[config.mk]
export PLATFORM = sky130hd
export DESIGN_NAME = bwin_decoder
export DESIGN_NICKNAME = d
export VERILOG_FILES = /design/src/rtl/bwin_pkg.sv /design/src/rtl/bwin_regs.sv /design/src/rtl/bwin_cmp.sv /design/src/rtl/bwin_decoder.sv
export SDC_FILE = /design/constraint.sdc
export NUM_CORES = 1
export LEC_CHECK = 0
export ABC_AREA = 1
export ABC_CLOCK_PERIOD_IN_PS = 5500
export BUFFER_PORTS_ARGS = -buffer_cell sky130_fd_sc_hd__buf_2
export CORE_MARGIN = 8
export CORE_UTILIZATION = 50
export DETAILED_ROUTE_END_ITERATION = 6
export GPL_ROUTABILITY_DRIVEN = 1
export PLACE_DENSITY_LB_ADDON = 0.05
export SLEW_MARGIN = 15
export SYNTH_ARGS = -nofsm -noshare
export SYNTH_HDL_FRONTEND = slang
export SYNTH_HIERARCHICAL = 1
export SYNTH_SLANG_ARGS = --single-unit
[constraint.sdc]
create_clock -name clk -period 5.5 [get_ports clk]
set_clock_uncertainty 0.1 [all_clocks]
set_input_delay 0 -clock clk [delete_from_list [all_inputs] [get_ports clk]]
set_output_delay 0 -clock clk [all_outputs]
set_load 0.05 [all_outputs]
[src/rtl/bwin_pkg.sv]
package bwin_pkg;
  localparam int REG_W  = 32;
  localparam int SEL_W  = 3;
  localparam int NREG   = 6;
  localparam int ADDR_W = 64;
  localparam int NWIN   = 3;

  localparam logic [SEL_W-1:0] SEL_IO   = 3'd0;
  localparam logic [SEL_W-1:0] SEL_MEM  = 3'd1;
  localparam logic [SEL_W-1:0] SEL_PREF = 3'd2;
  localparam logic [SEL_W-1:0] SEL_PBHI = 3'd3;
  localparam logic [SEL_W-1:0] SEL_PLHI = 3'd4;
  localparam logic [SEL_W-1:0] SEL_CTRL = 3'd5;

  typedef enum int { WIN_IO = 0, WIN_MEM = 1, WIN_PF = 2 } win_idx_e;

  typedef struct packed {
    logic [3:0]  io_base;
    logic [3:0]  io_lim;
    logic [11:0] mem_base;
    logic [11:0] mem_lim;
    logic [11:0] pf_base;
    logic [11:0] pf_lim;
    logic [31:0] pf_base_hi;
    logic [31:0] pf_lim_hi;
    logic        io_en;
    logic        mem_en;
    logic        isa_en;
    logic        vga_en;
  } win_cfg_t;

  function automatic logic [REG_W-1:0] reg_reset(input int idx);
    case (idx)
      0:       return 32'h0000_00F0;
      1, 2:    return 32'h0000_FFF0;
      3:       return 32'hFFFF_FFFF;
      default: return 32'h0000_0000;
    endcase
  endfunction
endpackage

[src/rtl/bwin_regs.sv]
module bwin_regs
  import bwin_pkg::*;
(
  input  logic             clk,
  input  logic             rst_n,
  input  logic             wr_en,
  input  logic [SEL_W-1:0] wr_sel,
  input  logic [REG_W-1:0] wr_data,
  output win_cfg_t         cfg
);
  logic [REG_W-1:0] bank [NREG];

  for (genvar g = 0; g < NREG; g++) begin : g_reg
    always_ff @(posedge clk) begin
      if (!rst_n)
        bank[g] <= reg_reset(g);
      else if (wr_en && wr_sel == SEL_W'(g))
        bank[g] <= wr_data;
    end
  end

  always_comb begin
    cfg.io_base    = bank[SEL_IO][7:4];
    cfg.io_lim     = bank[SEL_IO][15:12];
    cfg.mem_base   = bank[SEL_MEM][15:4];
    cfg.mem_lim    = bank[SEL_MEM][31:20];
    cfg.pf_base    = bank[SEL_PREF][15:4];
    cfg.pf_lim     = bank[SEL_PREF][31:20];
    cfg.pf_base_hi = bank[SEL_PBHI];
    cfg.pf_lim_hi  = bank[SEL_PLHI];
    cfg.io_en      = bank[SEL_CTRL][0];
    cfg.mem_en     = bank[SEL_CTRL][1];
    cfg.isa_en     = bank[SEL_CTRL][2];
    cfg.vga_en     = bank[SEL_CTRL][3];
  end

  assert_ctrl_load_R12: assert property (@(posedge clk) disable iff (!rst_n)
    (wr_en && wr_sel == SEL_CTRL) |=>
      ({cfg.vga_en, cfg.isa_en, cfg.mem_en, cfg.io_en} == $past(wr_data[3:0])));

  assert_bad_sel_ignored_R12: assert property (@(posedge clk) disable iff (!rst_n)
    (wr_en && wr_sel >= SEL_W'(NREG)) |=> $stable(cfg));
endmodule

[src/rtl/bwin_cmp.sv]
module bwin_cmp #(
  parameter int W = 64
) (
  input  logic [W-1:0] addr,
  input  logic [W-1:0] base,
  input  logic [W-1:0] lim,
  output logic         hit
);
  logic live;
  assign live = (base <= lim);
  assign hit  = live && (addr >= base) && (addr <= lim);
endmodule

[src/rtl/bwin_decoder.sv]
module bwin_decoder
  import bwin_pkg::*;
(
  input  logic        clk,
  input  logic        rst_n,
  input  logic        wr_en,
  input  logic [2:0]  wr_sel,
  input  logic [31:0] wr_data,
  input  logic        q_valid,
  input  logic        q_from_sec,
  input  logic        q_is_mem,
  input  logic [63:0] q_addr,
  output logic        d_valid,
  output logic        fwd_down,
  output logic        fwd_up,
  output logic        pref
);
  localparam int IO_GRAN  = 12;
  localparam int MEM_GRAN = 20;
  localparam int IO_TOP   = 16;
  localparam logic [ADDR_W-18:0] VGA_TAG = (ADDR_W-17)'(5);

  win_cfg_t          cfg;
  logic [ADDR_W-1:0] wbase [NWIN];
  logic [ADDR_W-1:0] wlim  [NWIN];
  logic [NWIN-1:0]   whit;
  logic vga_hit, isa_cut, io_claim, mem_claim, claim, space_on;
  logic nxt_down, nxt_up, nxt_pref;

  bwin_regs u_regs (
    .clk(clk), .rst_n(rst_n), .wr_en(wr_en), .wr_sel(wr_sel),
    .wr_data(wr_data), .cfg(cfg)
  );

  always_comb begin
    wbase[WIN_IO]  = {{(ADDR_W-IO_TOP){1'b0}}, cfg.io_base, {IO_GRAN{1'b0}}};
    wlim[WIN_IO]   = {{(ADDR_W-IO_TOP){1'b0}}, cfg.io_lim,  {IO_GRAN{1'b1}}};
    wbase[WIN_MEM] = {32'h0, cfg.mem_base, {MEM_GRAN{1'b0}}};
    wlim[WIN_MEM]  = {32'h0, cfg.mem_lim,  {MEM_GRAN{1'b1}}};
    wbase[WIN_PF]  = {cfg.pf_base_hi, cfg.pf_base, {MEM_GRAN{1'b0}}};
    wlim[WIN_PF]   = {cfg.pf_lim_hi,  cfg.pf_lim,  {MEM_GRAN{1'b1}}};
  end

  for (genvar g = 0; g < NWIN; g++) begin : g_win
    bwin_cmp #(.W(ADDR_W)) u_cmp (
      .addr(q_addr), .base(wbase[g]), .lim(wlim[g]), .hit(whit[g])
    );
  end

  always_comb begin
    vga_hit   = cfg.vga_en && (q_addr[ADDR_W-1:17] == VGA_TAG);
    isa_cut   = cfg.isa_en && (q_addr[9:8] != 2'b00);
    io_claim  = whit[WIN_IO] && !isa_cut;
    mem_claim = whit[WIN_MEM] || whit[WIN_PF] || vga_hit;
    claim     = q_is_mem ? mem_claim : io_claim;
    space_on  = q_is_mem ? cfg.mem_en : cfg.io_en;
    nxt_down  = !q_from_sec && claim && space_on;
    nxt_up    = q_from_sec && !claim;
    nxt_pref  = nxt_down && q_is_mem && whit[WIN_PF] && !whit[WIN_MEM] && !vga_hit;
  end

  always_ff @(posedge clk) begin
    if (!rst_n) begin
      d_valid  <= 1'b0;
      fwd_down <= 1'b0;
      fwd_up   <= 1'b0;
      pref     <= 1'b0;
    end else begin
      d_valid  <= q_valid;
      fwd_down <= q_valid && nxt_down;
      fwd_up   <= q_valid && nxt_up;
      pref     <= q_valid && nxt_pref;
    end
  end

  assert_valid_follows_R2: assert property (@(posedge clk) disable iff (!rst_n)
    q_valid |=> d_valid);

  assert_idle_quiet_R2: assert property (@(posedge clk) disable iff (!rst_n)
    !q_valid |=> (!d_valid && !fwd_down && !fwd_up && !pref));

  assert_one_direction_R10: assert property (@(posedge clk) disable iff (!rst_n)
    $countones({fwd_down, fwd_up}) <= 1);

  assert_sec_never_down_R10: assert property (@(posedge clk) disable iff (!rst_n)
    (q_valid && q_from_sec) |=> !fwd_down);

  assert_io_gate_R7: assert property (@(posedge clk) disable iff (!rst_n)
    (q_valid && !q_is_mem && !cfg.io_en) |=> !fwd_down);

  assert_pref_needs_down_R11: assert property (@(posedge clk) disable iff (!rst_n)
    pref |-> fwd_down);
endmodule

==> results of run 1 <==
-- repair_timing --
action / 4_1_cts / 5_1_grt
setup buffers: 0 / 0
hold buffers: 40 / 0
hold endpoints to repair: 128 / 0
-- logic make-up after synthesis --
family                   after synthesis  share of synthesized area
multiplexers                           1                  0.0005775
other                                  2                  0.0003852
AO/OA/AOI/OAI                        410                     0.1114
AND/OR/NAND/NOR                      976                     0.2165
buffers and inverters                538                     0.1064
adder cells (fa/ha/maj)              576                     0.3696
flip-flops                           128                     0.1951
-- per-stage QoR --
stage,utilization,setup WS (ns),hold WS (ns),cell area (um2)
after floorplan,-,2.452,0.02271,20990
after global placement,0.5731,2.954,0.1177,22100
after detailed placement,0.5731,2.932,0.1258,22100
after CTS,0.5986,2.399,0.07794,23080
after global routing,0.5988,2.148,0.1224,23090
final,0.5988,2.401,0.09318,23090
-- metal layers --
layer / wire length (um) / up-vias / global-route usage
li1: - / 9480 / -
met1: 23630 / 8107 / 0.2948
met2: 25600 / 367 / 0.4190
met3: 2153 / 116 / 0.02485
met4: 2480 / 2 / 0.1097
met5: 12 / - / 0
-- flip-flops by register name, indices dropped and copies added, names as in the netlist --
| name | count |
|---|---|
| u_regs/bank | 124 |
| d_valid | 1 |
| fwd_down | 1 |
| fwd_up | 1 |
| pref | 1 |
-- final cells by class --
cell class                 instances  share of cell area
clock inverter                    15            0.006828
inverter                         520             0.08454
clock buffer                      17             0.01843
antenna                            3           0.0003252
multi-input combinational       2362              0.6550
tap                              518             0.02807
timing repair buffer             152             0.04205
sequential                       128              0.1647
-- power breakdown --
group	internal (W)	switching [W]	total, W
logic	0.000505	0.000821	0.00133
clock network	0.000670	0.000448	0.00112
registers	0.00114	0.0000329	0.00117
total	0.00231	0.00130	0.00361
-- synth_stat cells, drive strengths merged (8+ instances only) --
master    n  area [um2]
nor3     21       120.1
edfxtp  124        3724
nor4     14       150.1
nor2    255        1020
a21o     11       83.83
o21ai    84       420.4
a21oi   283        1428
inv     515        1933
nand4    53       344.1
nand2   526        1989
nand3    99       535.5
ha      576        7207
buf      15       111.4
o21a     24       180.2
o21bai    8       60.06
-- worst max-delay path: cells and delay by family (launching register included) --
kind	cells	cell delay [ns]
AND/OR/NAND/NOR	9	1.51
AO/OA/AOI/OAI	2	0.14
buffers and inverters	2	0.62
adder cells (fa/ha/maj)	1	0.32
flip-flops	1	0.32
-- worst max-delay path by stage --
stage | startpoint | endpoint | slack (ns)
final | u_regs/bank[2][15] | fwd_up | 2.40
after global routing | u_regs/bank[2][15] | fwd_up | 2.15
after CTS | u_regs/bank[2][15] | fwd_up | 2.40
after detailed placement | u_regs/bank[2][11] | pref | 2.93
after global placement | u_regs/bank[2][15] | pref | 2.95
after floorplan | wr_sel[2] | u_regs/bank[1][32] | 2.45
==> flow_summary_export.csv, run 1 <==
group,metric,value,unit
yosys,netlist-cell-type-count,36,
route,drc_errors,0,
timing,finalCritPeriodShare,0.5635,
floorplan,ios,109,
grt,track_usage,0.2398,
route,vias,18070,
critical_path,regToRegStartpoint,"u_regs/bank[2][15]",
grt,antenna_found_initial,4,
critical_path,start_kind,"register",
worst_hold_path,hold_depth,2,
pwr,power_density,156.4,mW/mm2
worst_hold_path,hold_path.class,"in -> reg",
route,drtAntennaViolNets,0,
timing,hold_viol,0,
timing,rsz0062_at_grt,"no",
yosys,ys_seq_elements,128,
floorplan,fp.coreArea,0.03856,mm2
timing,period_needed,3.099,ns
final_layout,fin_nets,3862,
place,gp_congestion,0.8789,
critical_path,worstPathMaxFanout,3,
clock_network,cts_root_buf,"clkbuf_16",
critical_path,ff2ff_path_depth,14,
yosys,synth_ff_type,"edfxtp_1",
yosys,yosys_warnings,6,
worst_hold_path,hold_end,"u_regs/bank[1][32]",
clock_network,cts_resized,0,
critical_path,cp_slowest_cell,"dlygate4sd3_1",
critical_path,endpoint_kind,"register",
clock_network,path_clk_slew,0.06,ns
final_layout,area_delta_synth_final,18.42,%
critical_path,required,5.71,ns
final_layout,layout_common_cells,"ha_1, nand2_1, inv_1",
clock_network,cts_max_level,4,
pwr,irDropWorstVdd,0.2391,mV
flow_run,cap_violations,0,
floorplan,die-area,0.04557,mm2
grt,grt_pass1_vias,17730,
critical_path,path_class,"reg -> reg",
timing,fin_setup_tns,0,ns
clock_network,clk_latency,0.43,ns
route,routedWlPerCell,14.50,um
yosys,syn_area,0.01950,mm2
place,numPortBuffers,108,
timing,setup_viol,0,
pwr,p_total,0.003611,W
pwr,leakage,12.62,nW
route,drt_wl_total,53870,um
final_layout,final-seq-area,0.003804,mm2
critical_path,cp_cell_sequence,"inv_1, ha_1, nand4_1, nor2_2, nand3_1, nor2_1, nand3_1, nor3_2, a21oi_1, nor2_1, nor2_1, nand2_2, a21oi_1, dlygate4sd3_1",
final_layout,fin_cells,3715,
clock_network,cts.sinks,128,
floorplan,initial_utilization,0.5057,
final_layout,multi_input_area,0.01512,mm2
timing,timing.fmax,0.3227,GHz
floorplan,dieWidth,213.5,um
clock_network,cts_tree,"built",
final_layout,final_layout_size_suffix_gt1_frac,0.06575,
place,dp_hpwl,45850,um
timing,final_max_slew_viol_count,0,
route,first_iter_violations,936,
floorplan,rows,72,
worst_hold_path,hp-start,"rst_n",
yosys,synthCells,2631,
run_status,status,"complete, no violations",
critical_path,reg2reg_to,"fwd_up",
yosys,async_flop_share,0,
route,first_pass_iters,5,
timing,relSlewSlack,0.3557,
floorplan,fp.dieH,213.5,um
final_layout,final_common_cell,"ha_1",
yosys,synth-seq-area-share,0.1951,
critical_path,critPathMaxStageDelay,0.55,ns
route,vias_per_cell,4.865,
critical_path,r2r_slack,2.40,ns
yosys,synth_edf_count,124,
yosys,syn_area_per_cell,7.411,um2
clock_network,cts_max_path_buffers,2,
place,dp_cells,3640,
critical_path,cpMostUsedCell,"nor2_1",
grt,overflow,0,
grt,grt_pass1_wl,86060,um
critical_path,worst-endpoint-arrival,3.31,ns
final_layout,fillers,3693,
timing,tightest_slew,0.9663,ns
clock_network,cts_buffers,17,
grt,grt_max_degree,40,
No activity file was read; power rests on OpenSTA's default activity.
==> run 2: changes to the inputs <==
ABC_AREA = 0   (was 1)
ABC_CLOCK_PERIOD_IN_PS = 3250   (was 5500)
clock period = 3.25 ns   (was 5.5 ns; I/O delays follow)
==> run 2 against run 1 <==
Final area fell by 1.8%; hold slack got worse by 0.051 ns; flip-flop and latch count is the same; sequential share of layout area grew 0.30 points; die area is 2.8% lower; synthesized cell count shrank 18%; clock-buffer cell count is the same; critical path type unchanged; critical endpoint is now fwd_down; largest cell class unchanged; highest routed layer is now met4.
==> flow_summary_export.csv, run 2 <==
group,metric,value,unit
final_layout,final_common_cell,"ha_1",
final_layout,largest_reg_flops,124,
clock_network,post-cts-setup-buffer-count,0,
route,first_iter_violations,981,
critical_path,path_class,"reg -> reg",
timing,finalCritPeriodShare,0.9169,
grt,antenna_found_initial,1,
floorplan,dieWidth,210.5,um
timing,final_max_slew_viol_count,0,
clock_network,cts_max_path_buffers,2,
critical_path,worst-endpoint-arrival,3.25,ns
yosys,synth.largest_area_cell,"ha_1",
clock_network,cts_root_buf,"clkbuf_16",
route,first_pass_iters,5,
final_layout,layout_common_cells,"ha_1, conb_1, inv_1",
clock_network,cts_tree,"built",
final_layout,area_delta_synth_final,19.94,%
pwr,pwr-share-comb,0.349,
critical_path,cp_cell_sequence,"inv_1, ha_1, a21oi_1, a21boi_0, a211oi_1, o221ai_1, o21ai_0, nand3_1, a221oi_2, nor3b_1, o41ai_1, and3_1",
final_layout,final_layout_size_suffix_gt1_frac,0.07985,
pwr,seq_power_share,0.313,
floorplan,rows,71,
clock_network,path_clk_slew,0.07,ns
route,drt_wl_total,54870,um
timing,timing.fmax,0.3356,GHz
flow_run,cap_violations,0,
grt,overflow,0,
grt,track_usage,0.2474,
route,vias_per_cell,5.212,
yosys,syn_area_per_cell,8.759,um2
yosys,synth-seq-area-share,0.2011,
critical_path,critPathMaxStageDelay,0.42,ns
critical_path,worstPathMaxFanout,3,
place,dp_worst_setup_slack,0.1003,ns
place,gp_congestion,0.9152,
yosys,synthCells,2159,
timing,fin_setup_tns,0,ns
yosys,synth_ff_type,"edfxtp_1",
timing,period_needed,2.980,ns
clock_network,cts_max_level,4,
final_layout,fin_cells,3242,
route,drtAntennaViolNets,0,
grt,grt_pass1_vias,16890,
yosys,synth_edf_count,124,
yosys,syn_area,0.01891,mm2
final_layout,fillers,3367,
clock_network,cts_buffers,17,
timing,hold_viol,0,
route,vias,16900,
critical_path,endpoint_kind,"register",
pwr,swShare,0.3469,
worst_hold_path,hold_path.class,"in -> reg",
floorplan,fp.coreArea,0.03749,mm2
timing,tightest_slew,0.9496,ns
route,drc_errors,0,
place,numPortBuffers,108,
pwr,power_density,277.5,mW/mm2
grt,grt_pass1_wl,86560,um
timing,relSlewSlack,0.3656,
yosys,netlist-cell-type-count,75,
critical_path,cp_slowest_cell,"o21ai_0",
pwr,irDropWorstVdd,0.4644,mV
pwr,p_switching,0.002184,W
yosys,yosysMostFrequentCell,"ha_1",
place,dp_cells,3172,
yosys,ys_seq_elements,128,
final_layout,multi_input_area,0.01502,mm2
yosys,yosys_warnings,6,
pwr,power.internal,0.004111,W
yosys,synthTopCellsByArea,"ha_1, edfxtp_1, inv_1",
final_layout,largest_register,"u_regs/bank",
pwr,leakage,11.83,nW
critical_path,start_kind,"register",
floorplan,die-area,0.04430,mm2
timing,setup_ws,0.2701,ns
clock_network,cts.sinks,128,
critical_path,required,3.52,ns
route,routedWlPerCell,16.93,um
timing,setup_viol,0,
yosys,netlist.area_leader.share,0.3811,
floorplan,initial_utilization,0.5044,
floorplan,ios,109,
pwr,clkPwrFrac,0.338,
grt,grt_max_degree,47,
timing,rsz0062_at_grt,"no",
yosys,async_flop_share,0,
final_layout,final-seq-area,0.003804,mm2
floorplan,fp.dieH,210.5,um
final_layout,fin_nets,3398,
yosys,synth_common_cells,"ha_1, inv_1, a21oi_1",
clock_network,clk_latency,0.42,ns
run_status,status,"complete, no violations",
place,dp_hpwl,46170,um
==> run 2: critical path, delay by kind of cell (launching register included) <==
kind,cells,cell delay [ns]
DFF,1,0.36
AOI/OAI and AO/OA,7,1.61
and+or+nand+nor,3,0.49
adders and majority gates,1,0.26
buffers and inverters,1,0.11
==> run 2: repair_timing <==
action | 4_1_cts | 5_1_grt
gates resized for setup | 0 | 3
hold buffers | 37 | 0
endpoints found under the hold margin | 128 | 0
setup endpoints to repair | 0 | 2
==> run 2: final timing paths <==
check | startpoint | endpoint | slack [ns] | cells after the start
max | u_regs/bank[0][54] | fwd_down | 0.27 | 12
min | rst_n | d_valid | 0.04 | 2
max reg2reg | u_regs/bank[0][54] | fwd_down | 0.27 | 12
min reg2reg | u_regs/bank[2][32] | fwd_down | 0.65 | 3
==> run 2: cells by family after synthesis <==
| logic type | Yosys count | synth area share |
|---|---|---|
| compound gates | 456 | 0.1499 |
| fa+ha+maj | 576 | 0.3811 |
| buf+inv | 420 | 0.08469 |
| flops | 128 | 0.2011 |
| mux | 1 | 0.0005293 |
| other cells | 2 | 0.0003971 |
| simple gates | 576 | 0.1822 |
==> run 2: cell type report <==
| cell class | count | share of cell area |
|---|---|---|
| antenna | 1 | 0.0001103 |
| clock buffer | 17 | 0.01876 |
| clock inverter | 15 | 0.009985 |
| inverter | 394 | 0.06520 |
| multi-input combinational | 2008 | 0.6623 |
| sequential | 128 | 0.1677 |
| tap | 511 | 0.02819 |
| timing repair buffer | 168 | 0.04777 |
==> run 2: per-layer routing <==
| metal | share of wire | up-vias | wire length, um | GRT usage |
|---|---|---|---|---|
| met5 | 0 | - | 0 | 0 |
| met4 | 0.028 | 0 | 1540 | 0.07891 |
| met3 | 0.062 | 76 | 3401 | 0.03980 |
| met2 | 0.46 | 435 | 25220 | 0.4200 |
| met1 | 0.45 | 7688 | 24720 | 0.3185 |
| li1 | - | 8697 | - | - |
==> run 2: metrics by stage <==
stage,utilization,total power (W),instance area [um2],hold slack (ns)
floorplan,-,0.003425,20400,0.01609
global placement,0.5773,0.003957,21640,0.1772
detailed placement,0.5773,0.004033,21640,0.1732
CTS,0.6046,0.006187,22660,0.005579
global route,0.6050,0.006727,22680,0.03118
finish,0.6050,0.006295,22680,0.04208
==> run 2: power groups by stage <==
stage / logic [W] / registers [W] / clock network, W
6_report: 0.00220 / 0.00197 / 0.00213
3_3_place_gp: 0.00195 / 0.00200 / 0
5_1_grt: 0.00253 / 0.00198 / 0.00222
3_5_place_dp: 0.00203 / 0.00201 / 0
2_1_floorplan: 0.00143 / 0.00199 / 0
4_1_cts: 0.00207 / 0.00197 / 0.00214
